<file path="config.mk">
export PLATFORM = sky130hd
export DESIGN_NAME = pd_spwm7
export DESIGN_NICKNAME = d
export VERILOG_FILES = /design/src/rtl/pd7_pkg.sv /design/src/rtl/pd7_datapath.sv /design/src/rtl/pd7_ctrl.sv /design/src/rtl/pd_spwm7.sv
export SDC_FILE = /design/constraint.sdc
export NUM_CORES = 1
export LEC_CHECK = 0
export ABC_AREA = 1
export ABC_CLOCK_PERIOD_IN_PS = 13720
export BUFFER_PORTS_ARGS = -buffer_cell sky130_fd_sc_hd__buf_2
export CORE_MARGIN = 2
export CORE_UTILIZATION = 40
export CTS_CLUSTER_DIAMETER = 200
export DETAILED_ROUTE_END_ITERATION = 10
export SYNTH_ARGS = -nofsm -noshare
export SYNTH_HDL_FRONTEND = slang
export SYNTH_HIERARCHICAL = 1
export SYNTH_SLANG_ARGS = --single-unit
</file>
<file path="constraint.sdc">
create_clock -name clk -period 13.72 [get_ports clk]
set_clock_uncertainty 0.05 [all_clocks]
set_input_delay 0.686 -clock clk [delete_from_list [all_inputs] [get_ports clk]]
set_output_delay 0.686 -clock clk [all_outputs]
set_load 0.02 [all_outputs]
</file>
<file path="src/rtl/pd7_pkg.sv">
package pd7_pkg;

  // strobes from control to datapath
  typedef struct packed {
    logic advance;  // step both accumulators
    logic clear;    // restart both accumulators at zero
  } pd7Strobe_t;

  // level -> {top, step, mid}; neighbours differ by one gate except 2<->3
  function automatic logic [2:0] levelToGates(input logic [1:0] level);
    case (level)
      2'd0:    return 3'b000;
      2'd1:    return 3'b001;
      2'd2:    return 3'b011;
      default: return 3'b101;
    endcase
  endfunction

endpackage

</file>
<file path="src/rtl/pd7_datapath.sv">
module pd7_datapath
  import pd7_pkg::*;
#(
  parameter int PHASE_W = 16,
  parameter int CARR_W  = 16,
  parameter int MAG_W   = 12,
  parameter int MI_W    = 8,
  parameter int NCARR   = 3
) (
  input  logic               clk,
  input  pd7Strobe_t         strb,
  input  logic [MI_W-1:0]    modIdx,
  input  logic [PHASE_W-1:0] lineStep,
  input  logic [CARR_W-1:0]  carrStep,
  output logic [1:0]         level,
  output logic               negHalf
);
  localparam int HALF_W = PHASE_W - 1;
  localparam int PROD_W = 2 * HALF_W + 1;
  localparam int MAG_SH = 2 * HALF_W - 2 - MAG_W;
  localparam int SP_W   = MAG_W + 1 + MI_W;
  localparam int CMP_W  = MAG_W + 3;
  localparam int TRI_SH = CARR_W - MAG_W - 1;

  logic [PHASE_W-1:0] phaseAcc;
  logic [CARR_W-1:0]  carrAcc;

  always_ff @(posedge clk) begin
    if (strb.clear) begin
      phaseAcc <= '0;
      carrAcc  <= '0;
    end else if (strb.advance) begin
      phaseAcc <= phaseAcc + lineStep;
      carrAcc  <= carrAcc + carrStep;
    end
  end

  // folded parabolic magnitude of the half cycle
  logic [HALF_W-1:0] halfPh;
  logic [HALF_W:0]   halfComp;
  logic [PROD_W-1:0] prod;
  logic [MAG_W:0]    mag;
  logic [SP_W-1:0]   scaledProd;
  logic [MAG_W:0]    refMag;

  assign halfPh     = phaseAcc[HALF_W-1:0];
  assign negHalf    = phaseAcc[PHASE_W-1];
  assign halfComp   = (HALF_W+1)'(1 << HALF_W) - {1'b0, halfPh};
  assign prod       = PROD_W'(halfPh) * PROD_W'(halfComp);
  assign mag        = (MAG_W+1)'(prod >> MAG_SH);
  assign scaledProd = SP_W'(mag) * SP_W'(modIdx);
  assign refMag     = (MAG_W+1)'(scaledProd >> MI_W);

  // shared triangle, folded from the carrier accumulator
  logic [MAG_W:0]   carrTop;
  logic [MAG_W-1:0] tri12;
  assign carrTop = (MAG_W+1)'(carrAcc >> TRI_SH);
  assign tri12   = carrTop[MAG_W] ? ~carrTop[MAG_W-1:0] : carrTop[MAG_W-1:0];

  // reference times NCARR against each band-shifted carrier
  logic [CMP_W-1:0] refTimes;
  logic [NCARR-1:0] above;
  assign refTimes = CMP_W'(refMag) * CMP_W'(NCARR);

  for (genvar k = 0; k < NCARR; k++) begin : g_band
    logic [CMP_W-1:0] bandCarr;
    assign bandCarr = (CMP_W'(k) << MAG_W) + CMP_W'(tri12);
    assign above[k] = refTimes > bandCarr;
  end

  always_comb begin
    level = '0;
    for (int k = 0; k < NCARR; k++) level = level + 2'(above[k]);
  end

endmodule

</file>
<file path="src/rtl/pd7_ctrl.sv">
module pd7_ctrl
  import pd7_pkg::*;
(
  input  logic       clk,
  input  logic       rstN,
  input  logic       enable,
  input  logic [1:0] level,
  input  logic       negHalf,
  output pd7Strobe_t strb,
  output logic [2:0] lvlGate,
  output logic [3:0] brgGate
);
  assign strb.clear   = !rstN || !enable;
  assign strb.advance = rstN && enable;

  always_ff @(posedge clk) begin
    if (strb.clear) begin
      lvlGate <= '0;
      brgGate <= '0;
    end else begin
      lvlGate <= levelToGates(level);
      brgGate <= negHalf ? 4'b1100 : 4'b0011;
    end
  end

endmodule

</file>
<file path="src/rtl/pd_spwm7.sv">
module pd_spwm7
  import pd7_pkg::*;
#(
  parameter int PHASE_W = 16,
  parameter int CARR_W  = 16,
  parameter int MAG_W   = 12,
  parameter int MI_W    = 8
) (
  input  logic               clk,
  input  logic               rstN,
  input  logic               enable,
  input  logic [MI_W-1:0]    modIdx,
  input  logic [PHASE_W-1:0] lineStep,
  input  logic [CARR_W-1:0]  carrStep,
  output logic [2:0]         lvlGate,
  output logic [3:0]         brgGate
);
  localparam int LEVELS = 7;
  localparam int NCARR  = (LEVELS - 1) / 2;

  pd7Strobe_t strb;
  logic [1:0] level;
  logic       negHalf;

  pd7_datapath #(
    .PHASE_W(PHASE_W), .CARR_W(CARR_W), .MAG_W(MAG_W),
    .MI_W(MI_W), .NCARR(NCARR)
  ) u_dp (
    .clk(clk), .strb(strb), .modIdx(modIdx), .lineStep(lineStep),
    .carrStep(carrStep), .level(level), .negHalf(negHalf)
  );

  pd7_ctrl u_ctrl (
    .clk(clk), .rstN(rstN), .enable(enable), .level(level),
    .negHalf(negHalf), .strb(strb), .lvlGate(lvlGate), .brgGate(brgGate)
  );

endmodule

</file>
==> Yosys cells after proc, flatten, opt, wreduce, memory -nomap -nowiden <==
Index checks and enable logic that the tools add are counted.
{ "totals": {"ff_bits": 39, "word_cells": 28} }
{ "op_classes": {"add_sub_neg": 7, "multipliers": 3, "n_lt_le_gt_ge": 3, "eq_ne": 2, "muxes": 3, "bitwise": 1, "reduce_logical": 5} }
{ "op_table": {"columns": ["op", "n"], "rows": [
  ["adder 16 bit", 2],
  ["greater-than comparator 15 bit", 2],
  ["multiplier 15 x 16 -> 29 bit", 1],
  ["multiplier 13 x 8 -> 21 bit", 1],
  ["subtractor 16 x 15 -> 16 bit (first input constant)", 1],
  ["adder 14 x 12 -> 15 bit (first input constant)", 1],
  ["greater-than comparator 15 x 12 -> 1 bit", 1],
  ["multiplier 13 x 2 -> 15 bit (second input constant)", 1],
  ["adder 13 x 12 -> 14 bit (first input constant)", 1],
  ["2-to-1 mux 12 bit", 1],
  ["NOT 12 bit", 1],
  ["case mux 3 bit (3 select lines)", 1],
  ["2-to-1 mux 4 bit", 1],
  ["adder 1 x 1 -> 2 bit", 1],
  ["adder 2 x 1 -> 2 bit", 1],
  ["== test 2 x 1 -> 1 bit (second input constant)", 1],
  ["== test 2 bit (second input constant)", 1],
  ["zero test 1 bit", 2],
  ["zero test 2 bit", 1],
  ["logical AND 1 bit", 1],
  ["logical OR 1 bit", 1]
]} }

==> Logic depth before layout (Yosys ltp) <==
Gate-level depths: netlist (run 1).
{ "depth": {"word_depth": 9, "mapped_depth": 82} }

==> By module <==
Netlist (run 1), hierarchy kept.
{ "modules_own_cells": {"columns": ["module", "n_inst", "cells_per_inst", "area_per_inst_um2", "seq_area_each_um2"], "rows": [
  ["pd7_datapath", 1, 1800, 13934.6, 640.6],
  ["pd7_ctrl", 1, 19, 162.7, 100.1]
]} }

==> Worst setup path before layout (run 1) <==
Ideal clock, no wire load.
{ "synth_path": {"kind": "register to register", "from": "reg u_dp.phaseAcc[0]", "to": "reg u_ctrl.lvlGate[0]", "t_arrival_ps": 13751, "slack_ps": -199, "stages_incl_launch_ff": 79, "path_buffers": 3, "cell_sequence": "dfxtp_1 -> clkbuf_1 -> inv_1 -> buf_1 -> ha_1 -> nand3_1 -> nor3_1 -> and3_1 -> nand3_1 -> inv_1 -> ha_1 -> clkbuf_1 -> nor2_1 -> fa_1 -> inv_1 -> fa_1 -> inv_1 -> fa_1 -> (+43 left out) -> inv_1 -> nand2_1 -> inv_1 -> nand2_1 -> nand2_2 -> xor2_1 -> ha_1 -> nand4_1 -> o221ai_1 -> a21oi_1 -> a31oi_1 -> inv_1 -> nand3_2 -> nor2_2 -> nor2_1 -> fa_1 -> nor2_1 -> nor2_1"} }
{ "synth_between": {"elab_chain_len": 9, "word_cells_on_any_way": 13} }
{ "synth_rtl": {"columns": ["element", "line", "source"], "rows": [
  ["start: declaration", "pd7_datapath.sv:25", "logic [PHASE_W-1:0] phaseAcc;"],
  ["start signal: assignment", "pd7_datapath.sv:33", "phaseAcc <= phaseAcc + lineStep;"],
  ["subtractor 16 x 15 -> 16 bit", "pd7_datapath.sv:48", "assign halfComp = (HALF_W+1)'(1 << HALF_W) - {1'b0, halfPh};"],
  ["multiplier 15 x 16 -> 29 bit (*)", "pd7_datapath.sv:49", "assign prod = PROD_W'(halfPh) * PROD_W'(halfComp);"],
  ["multiplier 13 x 8 -> 21 bit (*)", "pd7_datapath.sv:51", "assign scaledProd = SP_W'(mag) * SP_W'(modIdx);"],
  ["multiplier 13 x 2 -> 15 bit (*)", "pd7_datapath.sv:63", "assign refTimes = CMP_W'(refMag) * CMP_W'(NCARR);"],
  ["greater-than comparator 15 x 12 -> 1 bit / greater-than comparator 15 bit (equally long branches)", "pd7_datapath.sv:68", "assign above[k] = refTimes > bandCarr;"],
  ["adder 1 x 1 -> 2 bit", "pd7_datapath.sv:73", "for (int k = 0; k < NCARR; k++) level = level + 2'(above[k]);"],
  ["adder 2 x 1 -> 2 bit (*)", "pd7_datapath.sv:73", null],
  ["net level[0]", "pd_spwm7.sv:22", "logic [1:0] level;"],
  ["== test 2 bit, or another cell as far along", "pd7_pkg.sv:11", "case (level)"],
  ["case mux 3 bit (3 select lines) (*)", "pd7_pkg.sv:11", null],
  ["end signal: assignment", "pd7_ctrl.sv:21", "lvlGate <= levelToGates(level);"],
  ["end: declaration", "pd7_ctrl.sv:10", "output logic [2:0] lvlGate,"]
]} }
Mark *: on every way through the listed nets, which the timed path passes. The rest lies on a longest branch.
A chain may end at the register's enable or synchronous reset.

==> Final worst setup path (run 1) <==
{ "layout_path": {"from": "reg u_dp.phaseAcc[0]", "to": "reg u_ctrl.lvlGate[1]"} }
The elaborated chain is that of the path after synthesis.

==> summary.md, run 1 <==
| Metric | Value |
|---|---|
| Post-synth EDFFs | `0` |
| Clock root buffer | `clkbuf_16` |
| Synth Area in XOR/XNOR | `4.76%` |
| Arrival time of the worst setup path | `13620 ps` |
| Die area | `36800 um2` |
| Clk_lat worst skew | `280 ps` |
| Vias in the first global route | `12300` |
| Worst reg2reg path depth | `73` |
| Gpl congestion | `0.903` |
| Max Buffers Root-to-Sink | `2` |
| GR peak layer | `met2` |
| Number of instances in the placed design | `2374` |
| Simple-gate share of the synthesized area | `17.5%` |
| # DRC | `0` |
| Compound-Gate Fraction of Synth Area | `7.11%` |
| Die span in x | `192 um` |
| Number of synthesized register bits | `37` |
| Tightest Pin Transition | `783 ps` |
| Final worst path period share | `98.7%` |
| Clk slew on worst S/H paths | `60 ps` |
| Post-DP HPWL | `29.5 mm` |
| Crit path launch type | `register` |
| Antenna violation net count after detailed routing | `0` |
| Die extent in y | `192 um` |
| Port bufs | `49` |
| Post-synthesis adder-cell area fraction | `52.1%` |
| Worst path depth | `73` |
| Largest net degree at the start of global routing | `39` |
| Synth top area share | `34.9%` |
| Most common cell in the netlist | `inv_1` |
| Endpoint class of the critical path | `register` |
| Hold depth | `1` |
| Cts hold-fix bufs | `0` |
| Mapped Avg Cell Area | `7.75 um2` |
| Gr usage total | `19.9%` |
| Initial Util | `40.7%` |
| FILL cells | `3419` |
| Detailed Route Iter0 Violations | `486` |
| Synth-to-layout area growth | `17.1%` |
| GRT overflow | `0` |
| Seq/Total Area, Yosys | `5.25%` |
| Num CTS Buffers | `5` |
| Core Region | `34600 um2` |
| Final wirelength | `35.0 mm` |
| Post-synth ARST share | `0%` |
| Fin area | `16500 um2` |
| Cell repeated most along the worst path | `fa_1` |
| MaxCap Viol Count | `0` |
| Area leader, netlist | `fa_1` |
| Grt met1 use | `25.1%` |
| Main combinational cell family by area after synthesis | `adder cells` |
| Layout Utilization | `47.7%` |
| Slew Limit Fails | `0` |
| Area after DPL | `15400 um2` |
| Buf/Inv on CP | `15` |
| Library cells used by synthesis | `49` |
| Max H-tree Level | `2` |
| Final setup fails | `0` |
| WP data required | `13810 ps` |
| Status | `finished, final reports clean` |
| Post-synthesis mux area share | `0%` |
| I/O pin count | `50` |
| Met3 usage | `1.92%` |
| Clock period minus worst slack | `13540 ps` |
| Unrepaired setup endpoints after global routing | `yes` |
| Non-Filler Instances | `2410` |
| Initial antenna violation count | `1` |
| Fmax | `73.9 MHz` |
| First-pass DRT Iterations | `5` |
| Dpl ws | `-548 ps` |
| Post-Syn Area | `14100 um2` |
| Syn Inst Count | `1819` |
| Row count | `68` |
| First-pass GRT wire length | `59.0 mm` |
| Final nets | `2437` |
| Syn. warnings | `6` |
| Vias | `11700` |
| Clock sinks | `37` |
| Synth top area cells | `fa_1 (35%), ha_1 (17%), inv_1 (12%)` |
| CTS tree | `yes` |
| Most common library cells after synthesis | `inv_1 (445), nand2_1 (251), fa_1 (246), nor2_1 (246), ha_1 (193)` |
| Worst slew margin | `47.6%` |
| Hold Vio Cnt, Final | `0` |
| Vias/cell | `4.84` |
| Delay-heaviest family, CP | `adder cells` |
| GR met2 Demand/Resource | `37.4%` |
| Hold Path Class | `reg2reg` |
| Fin worst setup slack | `183 ps` |
| Antenna cell count | `0` |
| Wire per inst | `14.5 um` |
| Post-synth top flop | `dfxtp_1` |
| Worst stage delay on the critical path | `570 ps` |
| CP max stage cell | `fa_1` |
| Setup CP Type | `reg2reg` |
| CP Max Fanout | `4` |
| Layout cell share with drive strength beyond 1 | `17.0%` |
-- path summary, 6_finish.rpt --
check | from | slack [ps] | to
worst max register to register | u_dp/phaseAcc[0]$_SDFFE_PP0P_ | 180 | u_ctrl/lvlGate[1]$_SDFF_PP0_
worst min register to register | u_dp/phaseAcc[15]$_SDFFE_PP0P_ | 390 | u_ctrl/brgGate[1]$_SDFF_PP0_
worst max-delay path | u_dp/phaseAcc[0]$_SDFFE_PP0P_ | 180 | u_ctrl/lvlGate[1]$_SDFF_PP0_
worst min-delay path | u_dp/phaseAcc[15]$_SDFFE_PP0P_ | 390 | u_ctrl/brgGate[1]$_SDFF_PP0_
-- cell families after synthesis --
| group | Yosys count |
|---|---|
| other | 2 |
| buffers and inverters | 496 |
| adder cells (fa/ha/maj) | 439 |
| AO/OA/AOI/OAI | 180 |
| XOR/XNOR | 74 |
| flip-flops | 37 |
| AND/OR/NAND/NOR | 591 |
-- layout make-up --
| cell class | instances | area (um2) | share of cell area [%] |
|---|---|---|---|
| repair buffers | 161 | 1100 | 6.69 |
| clock buffers | 7 | 143 | 0.864 |
| flip-flops and latches | 37 | 746 | 4.52 |
| inverters | 453 | 1710 | 10.3 |
| multi-input cells | 1297 | 12200 | 74.2 |
| well taps | 455 | 569 | 3.45 |
-- through the flow --
stage | hold slack (ps) | setup TNS [ps]
after floorplan | 363 | 0
after global placement | 375 | -577
after detailed placement | 380 | -1560
after CTS | 392 | 0
after global routing | 406 | -1600
final | 389 | 0
-- layer usage --
layer  routed length [um]  share of wire, %  vias up
met3                 1260               3.6       28
met2                18300                52      202
li1                     -                 -     5700
met1                14900                43     5722
met5                   13             0.037        -
met4                  430               1.2        2
-- timing repair --
action,CTS,global route
endpoints found under the hold margin,0,0
pin swaps,35,97
buffers inserted,9,20
endpoints found under the setup margin,3,3
gates resized for setup,46,111
-- worst reg2reg max path, delay by kind of cell, from the launching register on --
family	cells	cell delay [ps]
adders and majority gates	17	7060
and+or+nand+nor	26	2770
AOI/OAI and AO/OA	12	1740
buffers and inverters	15	960
xor gates and xnor gates	3	460
DFF	1	360
-- placed cells by master, fill, tap and decap left out, drive strengths merged, types with 4 or more instances in the layout --
cell	Yosys	routed
inv	447	447
nand2	276	276
nor2	254	254
fa	246	246
ha	193	193
buf	5	161
a21oi	99	99
o21ai	54	54
xor2	42	42
dfxtp	37	37
nand3	34	34
xnor2	32	32
conb	2	13
nor3	9	9
nand4	8	8
clkbuf	38	7
clkinv	6	6
a211oi	6	6
o21a	4	4
o21bai	4	4
nor4	4	4
a21o	4	4
-- sequential cells by signal, summed over array words and instances (netlist names) --
| register | cells |
|---|---|
| u_ctrl/lvlGate | 3 |
| u_ctrl/brgGate | 2 |
| u_dp/phaseAcc | 16 |
| u_dp/carrAcc | 16 |
Power of run 1 is left out: the tool's default activity adds up to more than one toggle a clock period on the data nets, which glitch-free logic cannot reach.
==> run 2, diff against run 1 <==
--- a/config.mk
+++ b/config.mk
@@ -8,10 +8,13 @@
 export ABC_AREA = 1
 export ABC_CLOCK_PERIOD_IN_PS = 13720
 export BUFFER_PORTS_ARGS = -buffer_cell sky130_fd_sc_hd__buf_2
+export CELL_PAD_IN_SITES_DETAIL_PLACEMENT = 0
+export CELL_PAD_IN_SITES_GLOBAL_PLACEMENT = 2
 export CORE_MARGIN = 2
-export CORE_UTILIZATION = 40
+export CORE_UTILIZATION = 36
 export CTS_CLUSTER_DIAMETER = 200
 export DETAILED_ROUTE_END_ITERATION = 10
+export PLACE_DENSITY_LB_ADDON = 0.1
 export SYNTH_ARGS = -nofsm -noshare
 export SYNTH_HDL_FRONTEND = slang
 export SYNTH_HIERARCHICAL = 1
==> run 2 against run 1 <==
Net effect:
- first-iteration DRC count shrank 12%
- die area increased by 11%
- utilization down 3.3 points
- worst setup slack improved by 140 ps
- critical path type unchanged
==> summary.md, run 2 (same netlist as run 1, synthesis figures left out) <==
| Metric | Value |
|---|---|
| Commonest non-fill, non-tap cell in the layout | `inv_1` |
| Gr usage total | `19.8%` |
| Layout cell share with drive strength beyond 1 | `20.2%` |
| Cell repeated most along the worst path | `fa_1` |
| Hold_sp | `u_dp/phaseAcc[15]$_SDFFE_PP0P_` |
| Row count | `72` |
| Cts hold-fix bufs | `0` |
| Core Region | `38600 um2` |
| Die area | `40800 um2` |
| Reg-to-Reg Start | `u_dp/phaseAcc[1]$_SDFFE_PP0P_` |
| Clk_lat worst skew | `280 ps` |
| Vias in the first global route | `12400` |
| Worst slew margin | `46.9%` |
| Port bufs | `49` |
| Initial antenna violation count | `1` |
| Hold Vio Cnt, Final | `0` |
| Endpoint class of the critical path | `register` |
| Detailed Route Iter0 Violations | `430` |
| Area after DPL | `15900 um2` |
| Vias/cell | `4.61` |
| Fmax | `74.6 MHz` |
| Largest net degree at the start of global routing | `39` |
| Initial Util | `36.5%` |
| Arrival time of the worst setup path | `13490 ps` |
| Final setup fails | `0` |
| Clock root buffer | `clkbuf_16` |
| Fin area | `17100 um2` |
| Layout Utilization | `44.3%` |
| # DRC | `0` |
| WP data required | `13810 ps` |
| Tightest Pin Transition | `794 ps` |
| Num CTS Buffers | `5` |
| Vias | `11600` |
| Met3 usage | `1.35%` |
| Antenna violation net count after detailed routing | `0` |
| Buf/Inv on CP | `16` |
| MaxCap Viol Count | `0` |
| Synth-to-layout area growth | `21.6%` |
| Regs by FF count | `u_dp/carrAcc: 16 flops, u_dp/phaseAcc: 16 flops, u_ctrl/lvlGate: 3 flops` |
| Hold Path Class | `reg2reg` |
| Unrepaired setup endpoints after global routing | `yes` |
| Clk slew on worst S/H paths | `60 ps` |
| Final setup TNS | `0 ps` |
| GRT overflow | `0` |
| Post-DP HPWL | `33.5 mm` |
| First-pass GRT wire length | `64.3 mm` |
| Delay-heaviest family, CP | `adder cells` |
| Status | `finished, final reports clean` |
| First-pass DRT Iterations | `4` |
| Grt met1 use | `25.5%` |
| Slew Limit Fails | `0` |
| Setup CP Type | `reg2reg` |
| Wire per inst | `15.6 um` |
| Clock sinks | `37` |
| Max Buffers Root-to-Sink | `2` |
| Die span in x | `202 um` |
| Die extent in y | `202 um` |
| Final nets | `2490` |
| Final worst path period share | `97.7%` |
| CP max stage cell | `fa_1` |
| I/O pin count | `50` |
| Most frequent cells in the layout | `inv_1 (424), fa_1 (243), nand2_1 (238)` |
| Clock period minus worst slack | `13400 ps` |
| Antenna cell count | `0` |
| Max H-tree Level | `2` |
| Gpl congestion | `0.820` |
| CTS tree | `yes` |
| Crit path launch type | `register` |
| GR peak layer | `met2` |
| Worst Setup SP | `u_dp/phaseAcc[1]$_SDFFE_PP0P_` |
| GR met2 Demand/Resource | `36.0%` |
| Worst stage delay on the critical path | `550 ps` |
| Final wirelength | `39.3 mm` |
| CP Max Fanout | `5` |
-- run 2: cell type report --
class / count / area [um2]
fillers: 3989 / 21500
multi-input cells: 1297 / 12400
inverters: 453 / 1710
repair buffers: 214 / 1540
flip-flops and latches: 37 / 744
well taps: 518 / 648
clock buffers: 5 / 125
clock inverters: 1 / 5.00
-- run 2: final timing paths --
check                                      end  slack, ps  cells past startpoint
setup / recovery  u_ctrl/lvlGate[1]$_SDFF_PP0_        320                     73
hold / removal    u_ctrl/brgGate[1]$_SDFF_PP0_        410                      1
setup reg to reg  u_ctrl/lvlGate[1]$_SDFF_PP0_        320                     73
hold reg to reg   u_ctrl/brgGate[1]$_SDFF_PP0_        410                      1
-- run 2: worst reg2reg max path: cells and delay by family, from the launching register on --
family | cells | cell delay, ps
adder cells (fa/ha/maj) | 16 | 6670
flip-flops | 1 | 330
XOR/XNOR | 3 | 560
buffers and inverters | 16 | 1190
AO/OA/AOI/OAI | 15 | 1780
AND/OR/NAND/NOR | 23 | 2680
-- run 2: per-stage QoR --
stage | cells | setup WS, ps | hold WS (ps)
after floorplan | 1830 | 62.0 | 363
after global placement | 2488 | -20.9 | 403
after detailed placement | 2488 | -235 | 406
after CTS | 2496 | 11.9 | 423
after global routing | 2525 | -494 | 434
final | 2525 | 321 | 410
-- run 2: what timing repair did --
action,4_1_cts,5_1_grt
setup endpoints to repair,3,3
setup buffers,2,29
gates resized for setup,30,155
pin swaps,12,113
-- run 2: layer usage --
metal,vias to the layer above,wire [um]
met5,-,7
met4,2,1060
met3,37,784
met2,98,20300
met1,5700,17200
li1,5806,-
Power of run 2 is left out for the same reason.
==> run 3, diff against run 2 <==
--- a/config.mk
+++ b/config.mk
@@ -10,11 +10,13 @@
 export BUFFER_PORTS_ARGS = -buffer_cell sky130_fd_sc_hd__buf_2
 export CELL_PAD_IN_SITES_DETAIL_PLACEMENT = 0
 export CELL_PAD_IN_SITES_GLOBAL_PLACEMENT = 2
+export CORE_ASPECT_RATIO = 0.7
 export CORE_MARGIN = 2
 export CORE_UTILIZATION = 36
 export CTS_CLUSTER_DIAMETER = 200
 export DETAILED_ROUTE_END_ITERATION = 10
 export PLACE_DENSITY_LB_ADDON = 0.1
+export SLEW_MARGIN = 20
 export SYNTH_ARGS = -nofsm -noshare
 export SYNTH_HDL_FRONTEND = slang
 export SYNTH_HIERARCHICAL = 1
==> run 3 against run 2 <==
Net effect:
- utilization is 0.83 points higher
- register-to-register slack worse by 40 ps
- worst hold slack better by 11 ps
- highest routed layer is now met4
- via count is 0.81% higher
- non-clock buffer count is 48 higher
- global-route usage is 1.1 points higher
- first-iteration DRC count is 59% higher
- sequential share of layout area is 0.057 points lower
- critical path depth is 1 lower
- flip-flop and latch count stayed put
- cell count is 2.3% higher
==> summary.md, run 3 (same netlist as run 1, synthesis figures left out) <==
| Metric | Value |
|---|---|
| Status | `finished, final reports clean` |
| Detailed Route Iter0 Violations | `682` |
| Wire per inst | `15.8 um` |
| Non-Filler Instances | `2584` |
| Clk_lat worst skew | `280 ps` |
| Number of instances in the placed design | `2554` |
| Die area | `40800 um2` |
| Num CTS Buffers | `5` |
| Gr usage total | `20.9%` |
| Row count | `60` |
| Dpl ws | `-529 ps` |
| Layout Utilization | `45.2%` |
| Final setup fails | `0` |
| Fin worst setup slack | `280 ps` |
| WP data required | `13810 ps` |
| MaxCap Viol Count | `0` |
| Fmax | `74.4 MHz` |
| Critical R2R Capture | `u_ctrl/lvlGate[1]$_SDFF_PP0_` |
| Max Buffers Root-to-Sink | `2` |
| Port bufs | `49` |
| Worst reg2reg path depth | `72` |
| # DRC | `0` |
| Worst R2R Setup Slack | `280 ps` |
| Most frequent cells in the layout | `inv_1 (427), nand2_1 (241), fa_1 (234)` |
| Crit path launch type | `register` |
| Hold Vio Cnt, Final | `0` |
| Endpoint class of the critical path | `register` |
| Post-DP HPWL | `35.6 mm` |
| Antenna violation net count after detailed routing | `0` |
| Layout cell share with drive strength beyond 1 | `21.8%` |
| Commonest non-fill, non-tap cell in the layout | `inv_1` |
| Unrepaired setup endpoints after global routing | `yes` |
| Worst stage delay on the critical path | `580 ps` |
| Clock period minus worst slack | `13440 ps` |
| Final nets | `2538` |
| Cell repeated most along the worst path | `fa_1` |
| CP Max Fanout | `4` |
| Slew Limit Fails | `0` |
| First-pass GRT wire length | `66.3 mm` |
| Hold Path Class | `reg2reg` |
| First-pass DRT Iterations | `5` |
| Vias in the first global route | `12200` |
| CP max stage cell | `fa_2` |
| Hold_sp | `u_dp/carrAcc[0]$_SDFFE_PP0P_` |
| Vias/cell | `4.54` |
| Arrival time of the worst setup path | `13530 ps` |
| Gpl congestion | `0.842` |
| Synth-to-layout area growth | `23.4%` |
| Antenna cell count | `0` |
| Final wirelength | `40.8 mm` |
| Vias | `11700` |
| Initial Util | `36.6%` |
| Final worst path period share | `98.0%` |
| Clock sinks | `37` |
| Clock root buffer | `clkbuf_16` |
| Clk slew on worst S/H paths | `60 ps` |
| WHS Endpoint | `u_dp/carrAcc[0]$_SDFFE_PP0P_` |
| Die extent in y | `170 um` |
| Hold depth | `2` |
| FILL cells | `3954` |
| Setup CP Type | `reg2reg` |
| Regs by FF count | `u_dp/carrAcc: 16 flops, u_dp/phaseAcc: 16 flops, u_ctrl/lvlGate: 3 flops` |
| Largest net degree at the start of global routing | `43` |
| Max H-tree Level | `2` |
| Initial antenna violation count | `1` |
| I/O pin count | `50` |
| Reg-to-Reg Start | `u_dp/phaseAcc[0]$_SDFFE_PP0P_` |
| Final setup TNS | `0 ps` |
| Cts hold-fix bufs | `0` |
| Core Region | `38500 um2` |
| CTS tree | `yes` |
| Die span in x | `241 um` |
| GRT overflow | `0` |
| Worst slew margin | `47.0%` |
| Tightest Pin Transition | `792 ps` |
-- run 3: changes by cell type in the layout (fill, tap and decap cells not counted), sizes merged --
cell	change
clkinvlp	+1
clkinv	-1
clkbuf	+1
buf	+48
bufinv	+1
-- run 3: worst max-delay path, delay by kind of cell, from the launching register on --
kind	cells	cell delay, ps
flip-flops	1	360
buffers and inverters	13	890
AO/OA/AOI/OAI	11	1330
AND/OR/NAND/NOR	28	3110
XOR/XNOR	3	530
adder cells (fa/ha/maj)	17	7000
-- run 3: how the worst max path moves through the flow --
stage	end	depth (start not counted)	start	slack, ps
after CTS	u_ctrl/lvlGate[1]$_SDFF_PP0_	74	u_dp/phaseAcc[0]$_SDFFE_PP0P_	20
after global placement	u_ctrl/lvlGate[0]$_SDFF_PP0_	68	u_dp/phaseAcc[1]$_SDFFE_PP0P_	-120
final	u_ctrl/lvlGate[1]$_SDFF_PP0_	72	u_dp/phaseAcc[0]$_SDFFE_PP0P_	280
after detailed placement	u_ctrl/lvlGate[0]$_SDFF_PP0_	72	u_dp/phaseAcc[0]$_SDFFE_PP0P_	-530
after floorplan	u_ctrl/lvlGate[0]$_SDFF_PP0_	74	u_dp/phaseAcc[0]$_SDFFE_PP0P_	60
after global routing	u_ctrl/lvlGate[1]$_SDFF_PP0_	73	u_dp/phaseAcc[0]$_SDFFE_PP0P_	-490
-- run 3: layout make-up --
cell class	count	area, um2	share of cell area (%)
multi-input cells	1297	12200	70.3
flip-flops and latches	37	746	4.29
well taps	527	659	3.79
clock inverters	2	37.5	0.216
repair buffers	262	1880	10.8
inverters	453	1710	9.80
clock buffers	6	139	0.798
-- run 3: per-stage QoR --
step / hold slack [ps] / area, um2
2_1_floorplan: 363 / 14100
3_3_place_gp: 406 / 16300
3_5_place_dp: 415 / 16300
4_1_cts: 425 / 16800
5_1_grt: 446 / 17400
6_report: 421 / 17400
-- run 3: layer usage --
layer | vias up | track usage (%) | share of wire (%)
li1 | 5904 | - | -
met1 | 5574 | 34.9 | 56
met2 | 245 | 27.7 | 37
met3 | 14 | 4.25 | 7.1
met4 | 0 | 1.94 | 0.55
met5 | - | 0 | 0
-- run 3: what timing repair did --
| item | 4_1_cts | 5_1_grt |
|---|---|---|
| setup buffers | 8 | 14 |
| gates resized for setup | 40 | 121 |
| pin swaps | 30 | 94 |
| setup endpoints to repair | 3 | 3 |
Power of run 3 is left out for the same reason.
